--- config.mk ---
export PLATFORM = sky130hd
export DESIGN_NAME = ssram_access_ctl
export DESIGN_NICKNAME = d
export VERILOG_FILES = /design/src/rtl/ssram_pkg.sv /design/src/rtl/ssram_start_dec.sv /design/src/rtl/ssram_lane_we.sv /design/src/rtl/ssram_mem_array.sv /design/src/rtl/ssram_access_ctl.sv
export SDC_FILE = /design/constraint.sdc
export NUM_CORES = 1
export LEC_CHECK = 0
export BUFFER_PORTS_ARGS = -buffer_cell sky130_fd_sc_hd__buf_2
export CORE_ASPECT_RATIO = 0.8
export CORE_MARGIN = 1
export CORE_UTILIZATION = 25
export DETAILED_ROUTE_END_ITERATION = 8
export PLACE_DENSITY = 0.42
export SLEW_MARGIN = 10
export SYNTH_ARGS = -nofsm -noshare
export SYNTH_HDL_FRONTEND = slang
export SYNTH_SLANG_ARGS = --single-unit
--- constraint.sdc ---
create_clock -name clk -period 3.6 [get_ports clk]
set_clock_uncertainty 0.2 [all_clocks]
set_input_delay 0.72 -clock clk [delete_from_list [all_inputs] [get_ports clk]]
set_output_delay 0.72 -clock clk [all_outputs]
set_load 0.005 [all_outputs]
--- src/rtl/ssram_pkg.sv ---
package ssram_pkg;
   typedef enum logic [1:0] {
      START_NONE = 2'd0,
      START_PROC = 2'd1,
      START_CTRL = 2'd2
   } start_kind_e;
endpackage

--- src/rtl/ssram_start_dec.sv ---
module ssram_start_dec
   import ssram_pkg::*;
(
   input  logic        sel1_n,
   input  logic        sel2,
   input  logic        sel3_n,
   input  logic        pstb_n,
   input  logic        cstb_n,
   output start_kind_e kind_o
);
   logic selected;

   // the processor strobe is only seen through the first select
   assign selected = !sel1_n && sel2 && !sel3_n;

   always_comb begin
      kind_o = START_NONE;
      if (selected && !pstb_n)
         kind_o = START_PROC;
      else if (selected && !cstb_n)
         kind_o = START_CTRL;
   end
endmodule

--- src/rtl/ssram_lane_we.sv ---
module ssram_lane_we #(
   parameter int BYTES = 4
) (
   input  logic             allwr_n,
   input  logic             bytewr_n,
   input  logic [BYTES-1:0] lane_n,
   output logic [BYTES-1:0] lane_sel_o,
   output logic             wr_req_o
);
   for (genvar i = 0; i < BYTES; i++) begin : g_lane
      assign lane_sel_o[i] = !allwr_n || (!bytewr_n && !lane_n[i]);
   end

   assign wr_req_o = |lane_sel_o;
endmodule

--- src/rtl/ssram_mem_array.sv ---
module ssram_mem_array #(
   parameter int ADDR_W = 4,
   parameter int BYTES  = 4,
   parameter int LANE_W = 9
) (
   input  logic                    clk,
   input  logic [BYTES-1:0]        we,
   input  logic [ADDR_W-1:0]       waddr,
   input  logic [BYTES*LANE_W-1:0] wdata,
   input  logic [ADDR_W-1:0]       raddr,
   output logic [BYTES*LANE_W-1:0] rdata
);
   localparam int DEPTH = 1 << ADDR_W;

   for (genvar i = 0; i < BYTES; i++) begin : g_lane
      logic [LANE_W-1:0] store [DEPTH];

      always_ff @(posedge clk) begin
         if (we[i])
            store[waddr] <= wdata[i*LANE_W +: LANE_W];
      end

      assign rdata[i*LANE_W +: LANE_W] = store[raddr];
   end
endmodule

--- src/rtl/ssram_access_ctl.sv ---
module ssram_access_ctl
   import ssram_pkg::*;
#(
   parameter int ADDR_W = 4,
   parameter int BYTES  = 4,
   parameter int LANE_W = 9
) (
   input  logic                    clk,
   input  logic                    rst,
   input  logic                    sel1_n,
   input  logic                    sel2,
   input  logic                    sel3_n,
   input  logic                    pstb_n,
   input  logic                    cstb_n,
   input  logic                    allwr_n,
   input  logic                    bytewr_n,
   input  logic [BYTES-1:0]        lane_n,
   input  logic                    rdoe_n,
   input  logic [ADDR_W-1:0]       addr_i,
   input  logic [BYTES*LANE_W-1:0] wdata_i,
   output logic [BYTES*LANE_W-1:0] rdata_o,
   output logic                    bus_drive_o,
   output logic                    addr_load_o,
   output logic [ADDR_W-1:0]       addr_q_o
);
   localparam int DATA_W = BYTES * LANE_W;

   if (ADDR_W < 1 || ADDR_W > 12) begin : g_bad_addr
      $error("ssram_access_ctl: ADDR_W must lie in 1..12");
   end
   if (BYTES < 1 || LANE_W < 1) begin : g_bad_lane
      $error("ssram_access_ctl: BYTES and LANE_W must be positive");
   end

   start_kind_e       kind;
   logic [BYTES-1:0]  lane_sel;
   logic              wr_req;
   logic [BYTES-1:0]  lane_we;
   logic [ADDR_W-1:0] waddr;
   logic              ctrl_wr;
   logic              pend_wr;
   logic              pend_q;
   logic              rd_q;
   logic              start;
   logic [DATA_W-1:0] rdata;

   ssram_start_dec u_dec (
      .sel1_n (sel1_n),
      .sel2   (sel2),
      .sel3_n (sel3_n),
      .pstb_n (pstb_n),
      .cstb_n (cstb_n),
      .kind_o (kind)
   );

   ssram_lane_we #(.BYTES(BYTES)) u_we (
      .allwr_n    (allwr_n),
      .bytewr_n   (bytewr_n),
      .lane_n     (lane_n),
      .lane_sel_o (lane_sel),
      .wr_req_o   (wr_req)
   );

   assign start   = (kind != START_NONE);
   assign ctrl_wr = (kind == START_CTRL) && wr_req;
   assign pend_wr = (kind == START_NONE) && pend_q && wr_req;
   assign lane_we = (ctrl_wr || pend_wr) ? lane_sel : '0;
   assign waddr   = ctrl_wr ? addr_i : addr_q_o;

   ssram_mem_array #(.ADDR_W(ADDR_W), .BYTES(BYTES), .LANE_W(LANE_W)) u_mem (
      .clk   (clk),
      .we    (lane_we),
      .waddr (waddr),
      .wdata (wdata_i),
      .raddr (addr_q_o),
      .rdata (rdata)
   );

   always_ff @(posedge clk) begin
      if (rst) begin
         addr_q_o    <= '0;
         addr_load_o <= 1'b0;
         pend_q      <= 1'b0;
         rd_q        <= 1'b0;
      end else begin
         addr_load_o <= start;
         pend_q      <= (kind == START_PROC);
         if (start)
            addr_q_o <= addr_i;
         if (|lane_we)
            rd_q <= 1'b0;
         else if (start)
            rd_q <= 1'b1;
      end
   end

   assign rdata_o     = rdata;
   assign bus_drive_o = !rdoe_n && rd_q && !(pend_q && wr_req);
endmodule

# Word-level counts from Yosys, hierarchy flattened
# Memories as Yosys holds them, arrays and structs flattened. A register that Yosys moved wholly into a read port is not among the register bits.
# Cells that the tools add are included.
[totals]
ff_bits = 7
ramBits = 576
out_inout_bits = 42
wordCells = 65
n_memories = 4
[memory_table]
columns = ["memory", "depth", "width", "rd", "rd_clocked_by_memory_dff", "wr", "line", "source"]
rows = [
  ["u_mem.g_lane[0].store", 16, 9, 1, 1, 1, "ssram_mem_array.sv:16", "logic [LANE_W-1:0] store [DEPTH];"],
  ["u_mem.g_lane[1].store", 16, 9, 1, 1, 1, "ssram_mem_array.sv:16", ""],
  ["u_mem.g_lane[2].store", 16, 9, 1, 1, 1, "ssram_mem_array.sv:16", ""],
  ["u_mem.g_lane[3].store", 16, 9, 1, 1, 1, "ssram_mem_array.sv:16", ""],
]
[classes]
eq_ne = 2
n_mux = 20
reduce_logical = 35
[op_table]
columns = ["op", "n"]
rows = [
  ["$mux 4", 10],
  ["$logic_and 1x1->1", 14],
  ["$logic_not 1->1", 12],
  ["$mux 1", 8],
  ["$logic_or 1x1->1", 5],
  ["$reduce_or 5->1", 1],
  ["$mux 2", 2],
  ["$reduce_or 4->1", 1],
  ["$eq 2x1->1 const B", 1],
  ["$eq 2x2->1 const B", 1],
  ["$logic_not 2->1", 1],
  ["$reduce_bool 2->1", 1],
]

# Longest topological paths before layout
# Gate-level depths: netlist of run 1.
[depth]
depth_word = 13
mapped_depth = 5

# Modules after synthesis
# From an unflattened synthesis of run 1, not the netlist that was laid out.
[hier_totals]
hier_cells = 1019
area_unflattened_um2 = 22444.0
[by_module_without_submodules]
columns = ["module", "instances", "cells_per_inst", "area_per_inst_um2"]
rows = [
  ["ssram_mem_array", 1, 969, 22007.4],
  ["ssram_access_ctl", 1, 41, 377.9],
  ["ssram_lane_we", 1, 6, 33.8],
  ["ssram_start_dec", 1, 3, 25.0],
]

# Worst setup path before layout of run 1
# OpenSTA, ideal clock, no wires.
[synth_timing]
path_type = "input to register"
from = "in sel1_n"
to = "mem u_mem.g_lane[0].store[11][0] (enable)"
arrival_time_ps = 3090
path_slack_ps = -76
path_stages = 5
cell_sequence = "or3b_4 > a2111oi_4 > mux2_2 > buf_2 > nor3_1"
[synth_via]
elab_chain_len = 13
elab_cells_between_ends = 17
cone_classes = "1 x eq/ne; 6 x mux; 10 x reduce/logical"
[synth_rtl]
columns = ["item", "line", "source"]
rows = [
  ["from (decl)", "ssram_access_ctl.sv:10", "input logic sel1_n,"],
  ["$logic_not 1->1 (*)", "ssram_start_dec.sv:14", "assign selected = !sel1_n && sel2 && !sel3_n;"],
  ["$logic_and 1x1->1 (*) (2 in series)", "ssram_start_dec.sv:14", ""],
  ["$logic_and 1x1->1", "ssram_start_dec.sv:20", "else if (selected && !cstb_n)"],
  ["$mux 2", "ssram_start_dec.sv:20", ""],
  ["$mux 2 (*)", "ssram_start_dec.sv:18", "if (selected && !pstb_n)"],
  ["$logic_not 2->1", "ssram_access_ctl.sv:66", "assign pend_wr = (kind == START_NONE) && pend_q && wr_req;"],
  ["$logic_and 1x1->1 (2 in series)", "ssram_access_ctl.sv:66", ""],
  ["$logic_or 1x1->1", "ssram_access_ctl.sv:67", "assign lane_we = (ctrl_wr || pend_wr) ? lane_sel : '0;"],
  ["$mux 4", "ssram_access_ctl.sv:67", ""],
  ["$mux 1", "ssram_mem_array.sv:19", "if (we[i])"],
  ["$mux 1 (not written as such)", "ssram_mem_array.sv:20", "store[waddr] <= wdata[i*LANE_W +: LANE_W];"],
  ["to (decl)", "ssram_mem_array.sv:16", ""],
]
# Mark *: on every way between the ends. The rest lies on a longest branch, timed or not.

==> results.json, run 1 <==
{
  "run_status": "complete, but fails checks",
  "failed_checks": "negative setup slack",
  "rsz0062_at_grt": "true",
  "start_util_pct": 25.24,
  "floorplan.core_area_um2": 89270,
  "seq_area_frac_synth_pct": 77.75,
  "cp_cell_sequence": "buf_12 > buf_16 > buf_16 > mux4_2 > mux4_2 > buf_6",
  "tns_ps": -86.93,
  "i_o_pins": 96,
  "first_global_vias": 11290,
  "drv.max_cap_violation_count": 0,
  "cts_hold_buf": 0,
  "synthTopCellsByArea": "sky130_fd_sc_hd__edfxtp_1 (77%), sky130_fd_sc_hd__mux4_2 (18%), sky130_fd_sc_hd__nor3_1 (1.4%)",
  "place_worst_setup_slack_ps": -30.96,
  "global_route.usage.total_pct": 12.58,
  "critical_path_peak_fanout": 8,
  "ant_nets": 0,
  "num_rows": 98,
  "layout_setup_ws_ps": -24.88,
  "drt_wl_total_mm": 57.00,
  "power_leakage_nw": 8.633,
  "clk_latency_ps": 620,
  "grt_antenna_before_repair": 6,
  "critPathArrivalTime_ps": 2700,
  "slowest_delay_ps": 560,
  "fmax_mhz": 275.9,
  "final_layout_size_suffix_gt1_share_pct": 47.03,
  "grt-ovfl-total": 0,
  "clk_root_buffer_cell": "sky130_fd_sc_hd__clkbuf_16",
  "ir_worst_vdd_v": 0.0003575,
  "required_ps": 2680,
  "grt_max_degree": 41,
  "timing.critical_path.from_type": "flip-flop",
  "vias": 10650,
  "die_h_um": 270.5,
  "syn_warnings": 0,
  "worst-slew-pin-transition_ps": 1097,
  "crit_path_end_kind": "output pin",
  "fp.dieArea_um2": 91330,
  "power_density_nw_per_um2": 507.2,
  "synth.net_count": 994,
  "mappedNetlistArea_um2": 22530,
  "synth_area_per_cell_um2": 23.97,
  "cp_slowest_cell": "sky130_fd_sc_hd__mux4_2",
  "h-tree-depth": 2,
  "drt_iter0_drc": 795,
  "clock_sink_count": 587,
  "yosys_register_bits": 587,
  "timing.slew.headroom_pct": 26.44,
  "yosys.area.top_type": "sky130_fd_sc_hd__edfxtp_1",
  "tritoncts.num_buffers": 59,
  "finalWeightedCongestion": 0.7244,
  "ys_types": 25,
  "die_x_um": 337.6,
  "criticalPathCategory": "reg -> out",
  "final-setup-viol-count": 7,
  "path_category_of_the_worst_min_delay_check": "in -> reg",
  "max_buffers_root_to_sink": 3,
  "synthDominantCellAreaShare_pct": 76.77,
  "port_buffers": 95,
  "syn_to_final_growth_pct": 25.82,
  "drt_first_pass_iters": 5,
  "cts_tree": "built",
  "finalCriticalPeriod_ps": 3625,
  "final_net_count": 1233,
  "post-route-drc-count": 0,
  "cts.clk_slew.worst_paths_ps": 60,
  "global_route_wire_length_before_repair_mm": 82.34,
  "routed_wire_length_per_instance_um": 23.47,
  "report.final.slew_viol_count": 0,
  "total_half_perimeter_wirelength_after_legalization_and_detailed_placement_mm": 36.42,
  "syn-instance-count": 940,
  "hold_viol_final": 0,
  "routed_via_density": 4.386,
  "share_of_the_cycle_needed_by_the_critical_path_after_routing_pct": 100.7
}
## report_power, final
group          internal (mW)  switching (mW)  total, mW
sequential              7.51          0.0119       7.52
clock                   3.72            2.55       6.28
combinational          0.252           0.324      0.576
total                   11.5            2.89       14.4
## cell usage after synthesis, drive strengths merged
master / count
mux2i: 10
inv: 2
and3: 1
o22a: 1
dfxtp: 11
clkbuf: 31
edfxtp: 576
nor4b: 1
or3b: 1
a221oi: 1
a41o: 1
a2111oi: 1
nor2b: 8
o21ai: 4
a211oi: 1
buf: 22
nor2: 9
a21o: 2
mux2: 2
nor3: 65
mux4: 180
nand2: 10
## per-layer routing
metal | GRT usage, % | share of wire, % | vias up
met4 | 2.727 | 1.5 | 6
met5 | 0 | 0.065 | -
met1 | 18.95 | 49 | 5807
met2 | 18.41 | 44 | 206
met3 | 2.788 | 5.0 | 72
li1 | - | - | 4557
## what timing repair did
item / 4_1_cts / 5_1_grt
endpoints found under the hold margin: 0 / 0
resized for setup: 18 / 9
buffers inserted: 16 / 0
cloned: 7 / 3
setup endpoints to repair: 36 / 35
## kinds of logic after synthesis
logic type | after synthesis | synth area share (%)
flops | 587 | 77.75
buf+inv | 55 | 1.161
compound gates | 11 | 0.4499
simple gates | 95 | 2.099
mux | 192 | 18.54
## sequential cells by signal (all words and copies together) (netlist names), named ones only
| signal | count |
|---|---|
| addr_q_o | 4 |
| pend_q | 1 |
| rd_q | 1 |
| u_mem.g_lane.store | 576 |
| addr_load_o | 1 |
## layout make-up
class	instances	area (um^2)
clock inverters	37	405.4
clock buffers	72	1568
repair buffers	231	2240
well taps	1200	1501
multi-input cells	298	5094
inverters	2	7.507
flip-flops and latches	587	17530
diodes	1	2.502
fillers	8609	60920
## placed cells by master, fill, tap and decap left out, types with 9 or more instances in the layout
cell / instances
sky130_fd_sc_hd__buf_12: 36
sky130_fd_sc_hd__clkinv_2: 11
sky130_fd_sc_hd__nor3_2: 64
sky130_fd_sc_hd__nand2_1: 10
sky130_fd_sc_hd__bufinv_16: 9
sky130_fd_sc_hd__clkbuf_16: 64
sky130_fd_sc_hd__edfxtp_1: 576
sky130_fd_sc_hd__nor2_1: 9
sky130_fd_sc_hd__clkbuf_1: 11
sky130_fd_sc_hd__buf_4: 86
sky130_fd_sc_hd__buf_2: 88
sky130_fd_sc_hd__clkinv_1: 13
sky130_fd_sc_hd__mux4_2: 180
## metrics by stage
step	cell area, um^2	power (mW)	util [%]	instances	hold slack, ps
2_1_floorplan	22530	7.897	-	940	364.2
5_1_grt	28340	14.84	31.75	2427	87.56
3_3_place_gp	25850	8.206	28.96	2294	379.7
3_5_place_dp	25850	8.213	28.96	2294	387.3
4_1_cts	28280	14.57	31.68	2426	65.82
6_report	28350	14.38	31.76	2428	104.4
## critical path, delay by kind of cell (launching register included)
family,cells,cell delay (ps)
DFF,1,390
muxes,2,1090
buffers and inverters,4,580
## final timing paths
kind	from	slack (ps)	end	cells past startpoint
worst max-delay path	flip-flop	-20	rdata_o[17]	6
worst min register to register	addr_q_o[0]	410	flip-flop	2
worst min-delay path	pstb_n	100	pend_q	2
worst max register to register	addr_q_o[2]	1200	u_mem.g_lane[0].store[4][1]	5
Power figures use the tool's default switching activity.
==> run 2: changes to the inputs <==
- CORE_ASPECT_RATIO: 0.8 -> 0.5
==> run 2 against run 1 <==
The flow still finishes with violations (negative setup slack). Critical endpoint is now rdata_o[15]. Routed wire length rose by 0.90%. Total power down 2.3%. Highest routed layer unchanged. Worst setup slack better by 8.8 ps. Combinational power up 3%. Flip-flop and latch count unchanged. Clock power decreased by 5.7%. Global-route usage about the same.
==> results.json, run 2 (synthesized netlist as in run 1, its figures left out) <==
{
  "first_global_vias": 11430,
  "h-tree-depth": 2,
  "startpoint_of_the_worst_hold_path": "pstb_n",
  "run_status": "complete, but fails checks",
  "routed_wire_length_per_instance_um": 24.35,
  "routed_via_density": 4.411,
  "layout.core_utilization_pct": 31.23,
  "layout_top_registers": "u_mem.g_lane.store x576, addr_q_o x4",
  "layout_setup_ws_ps": -16.07,
  "clk_latency_ps": 610,
  "design_area_um2": 27740,
  "diodes": 0,
  "post-route-drc-count": 0,
  "ir_worst_vdd_v": 0.0003392,
  "timing.slew.headroom_pct": 41.18,
  "tritoncts.num_buffers": 57,
  "power_leakage_nw": 8.328,
  "num_rows": 77,
  "failed_checks": "negative setup slack",
  "power_density_nw_per_um2": 506.4,
  "r2r_end": "u_mem.g_lane[3].store[6][8]",
  "cts_tree": "built",
  "crit_path_end_kind": "output pin",
  "grt_max_degree": 32,
  "finalWeightedCongestion": 0.7683,
  "critPathArrivalTime_ps": 2700,
  "report.final.slew_viol_count": 0,
  "commonest_non_fill_non_tap_cells_in_the_layout": "sky130_fd_sc_hd__edfxtp_1 (576), sky130_fd_sc_hd__mux4_2 (180), sky130_fd_sc_hd__buf_2 (84)",
  "final_layout_size_suffix_gt1_share_pct": 44.44,
  "ant_nets": 0,
  "path_category_of_the_worst_min_delay_check": "in -> reg",
  "final_net_count": 1184,
  "fp.dieArea_um2": 91390,
  "global_route.usage.total_pct": 12.60,
  "share_of_the_cycle_needed_by_the_critical_path_after_routing_pct": 100.4,
  "syn_to_final_growth_pct": 23.11,
  "setup.reg_to_reg.worst_slack_ps": 1350,
  "final-setup-viol-count": 3,
  "grt-ovfl-total": 0,
  "worst-slew-pin-transition_ps": 877.6,
  "clock_sink_count": 587,
  "timing.rr.start": "addr_q_o[1]",
  "vias": 10420,
  "layout.cells.most_common": "sky130_fd_sc_hd__edfxtp_1",
  "post_dp_cell_area_um2": 25340,
  "max_buffers_root_to_sink": 3,
  "filler_cell_count": 8499,
  "die_h_um": 214.3,
  "finalCriticalPeriod_ps": 3616,
  "design_power_total_mw": 14.05,
  "drt_wl_total_mm": 57.51,
  "largest_register_ffs": 576,
  "total_half_perimeter_wirelength_after_legalization_and_detailed_placement_mm": 36.13,
  "cts.clk_slew.worst_paths_ps": 60,
  "critical_path_peak_fanout": 8,
  "reg2regPathDepth": 4,
  "hold_viol_final": 0,
  "drt_first_pass_iters": 4,
  "registers.top_by_ff_count": "u_mem.g_lane.store",
  "grt_antenna_before_repair": 4,
  "i_o_pins": 96,
  "die_x_um": 426.5,
  "drv.max_cap_violation_count": 0,
  "rsz0062_at_grt": "true",
  "worstHoldPathCells": 2,
  "timing.critical_path.from_type": "flip-flop",
  "clk_root_buffer_cell": "sky130_fd_sc_hd__clkbuf_16",
  "floorplan.core_area_um2": 88830,
  "hold_path_end": "pend_q",
  "port_buffers": 95,
  "start_util_pct": 25.36,
  "drt_iter0_drc": 887,
  "required_ps": 2680,
  "fmax_mhz": 276.5,
  "global_route_wire_length_before_repair_mm": 82.89,
  "criticalPathCategory": "reg -> out"
}
[run 2: cell count changes in the layout (fill, tap and decap cells not counted), sizes merged]
cell and change:
buf -45, bufinv -3, clkinvlp -3, bufbuf -1
clkbuf +1, clkinv +1, diode -1
[run 2: layer usage]
layer	GRT usage, %	wire, um	share of wire [%]
met3	2.504	2635	4.6
met5	0	8	0.014
met2	21.84	29630	52
met1	16.15	24130	42
met4	2.987	1117	1.9
[run 2: how the worst max path moves through the flow]
stage / slack, ps / cells past startpoint / endpoint
floorplan: -80 / 5 / u_mem.g_lane[0].store[11][0]
global placement: 150 / 7 / u_mem.g_lane[0].store[8][6]
detailed placement: 110 / 7 / u_mem.g_lane[0].store[8][6]
CTS: -80 / 5 / rdata_o[8]
global route: -90 / 5 / rdata_o[15]
finish: -20 / 5 / rdata_o[15]
[run 2: area by class of cell]
class,instances,area [um^2],area share (%)
inverters,2,7.507,0.02707
clock buffers,74,1533,5.526
clock inverters,32,299.0,1.078
well taps,1185,1483,5.346
multi-input cells,298,5089,18.35
repair buffers,184,1797,6.478
flip-flops and latches,587,17530,63.20
[run 2: power by group]
part	switching [mW]	leakage, nW	internal, mW
clock	2.51	0.904	3.42
sequential	0.0157	5.27	7.51
combinational	0.346	2.15	0.249
total	2.87	8.33	11.2
[run 2: worst max-delay path, cell delays in order, from the launching register on]
cell and delay (ps):
sky130_fd_sc_hd__dfxtp_4 450, sky130_fd_sc_hd__buf_16 190, sky130_fd_sc_hd__buf_16 160, sky130_fd_sc_hd__mux4_2 570, sky130_fd_sc_hd__mux4_2 550, sky130_fd_sc_hd__buf_6 140
[run 2: timing repair]
action / 4_1_cts / 5_1_grt
hold buffers: 0 / 0
resized for setup: 32 / 17
buffers inserted: 17 / 1
endpoints found under the hold margin: 0 / 0
pin swaps: 0 / 0
cloned: 7 / 2
setup endpoints to repair: 36 / 36
[run 2: metrics by stage]
step	worst slack (ps)	hold slack (ps)	setup TNS, ps	cells
floorplan	-76.22	364.2	-11210	940
global placement	145.2	393.6	0	2233
detailed placement	108.3	400.6	0	2233
CTS	-82.00	79.27	-1398	2363
global route	-91.53	110.5	-1208	2362
finish	-16.07	121.1	-31.29	2362
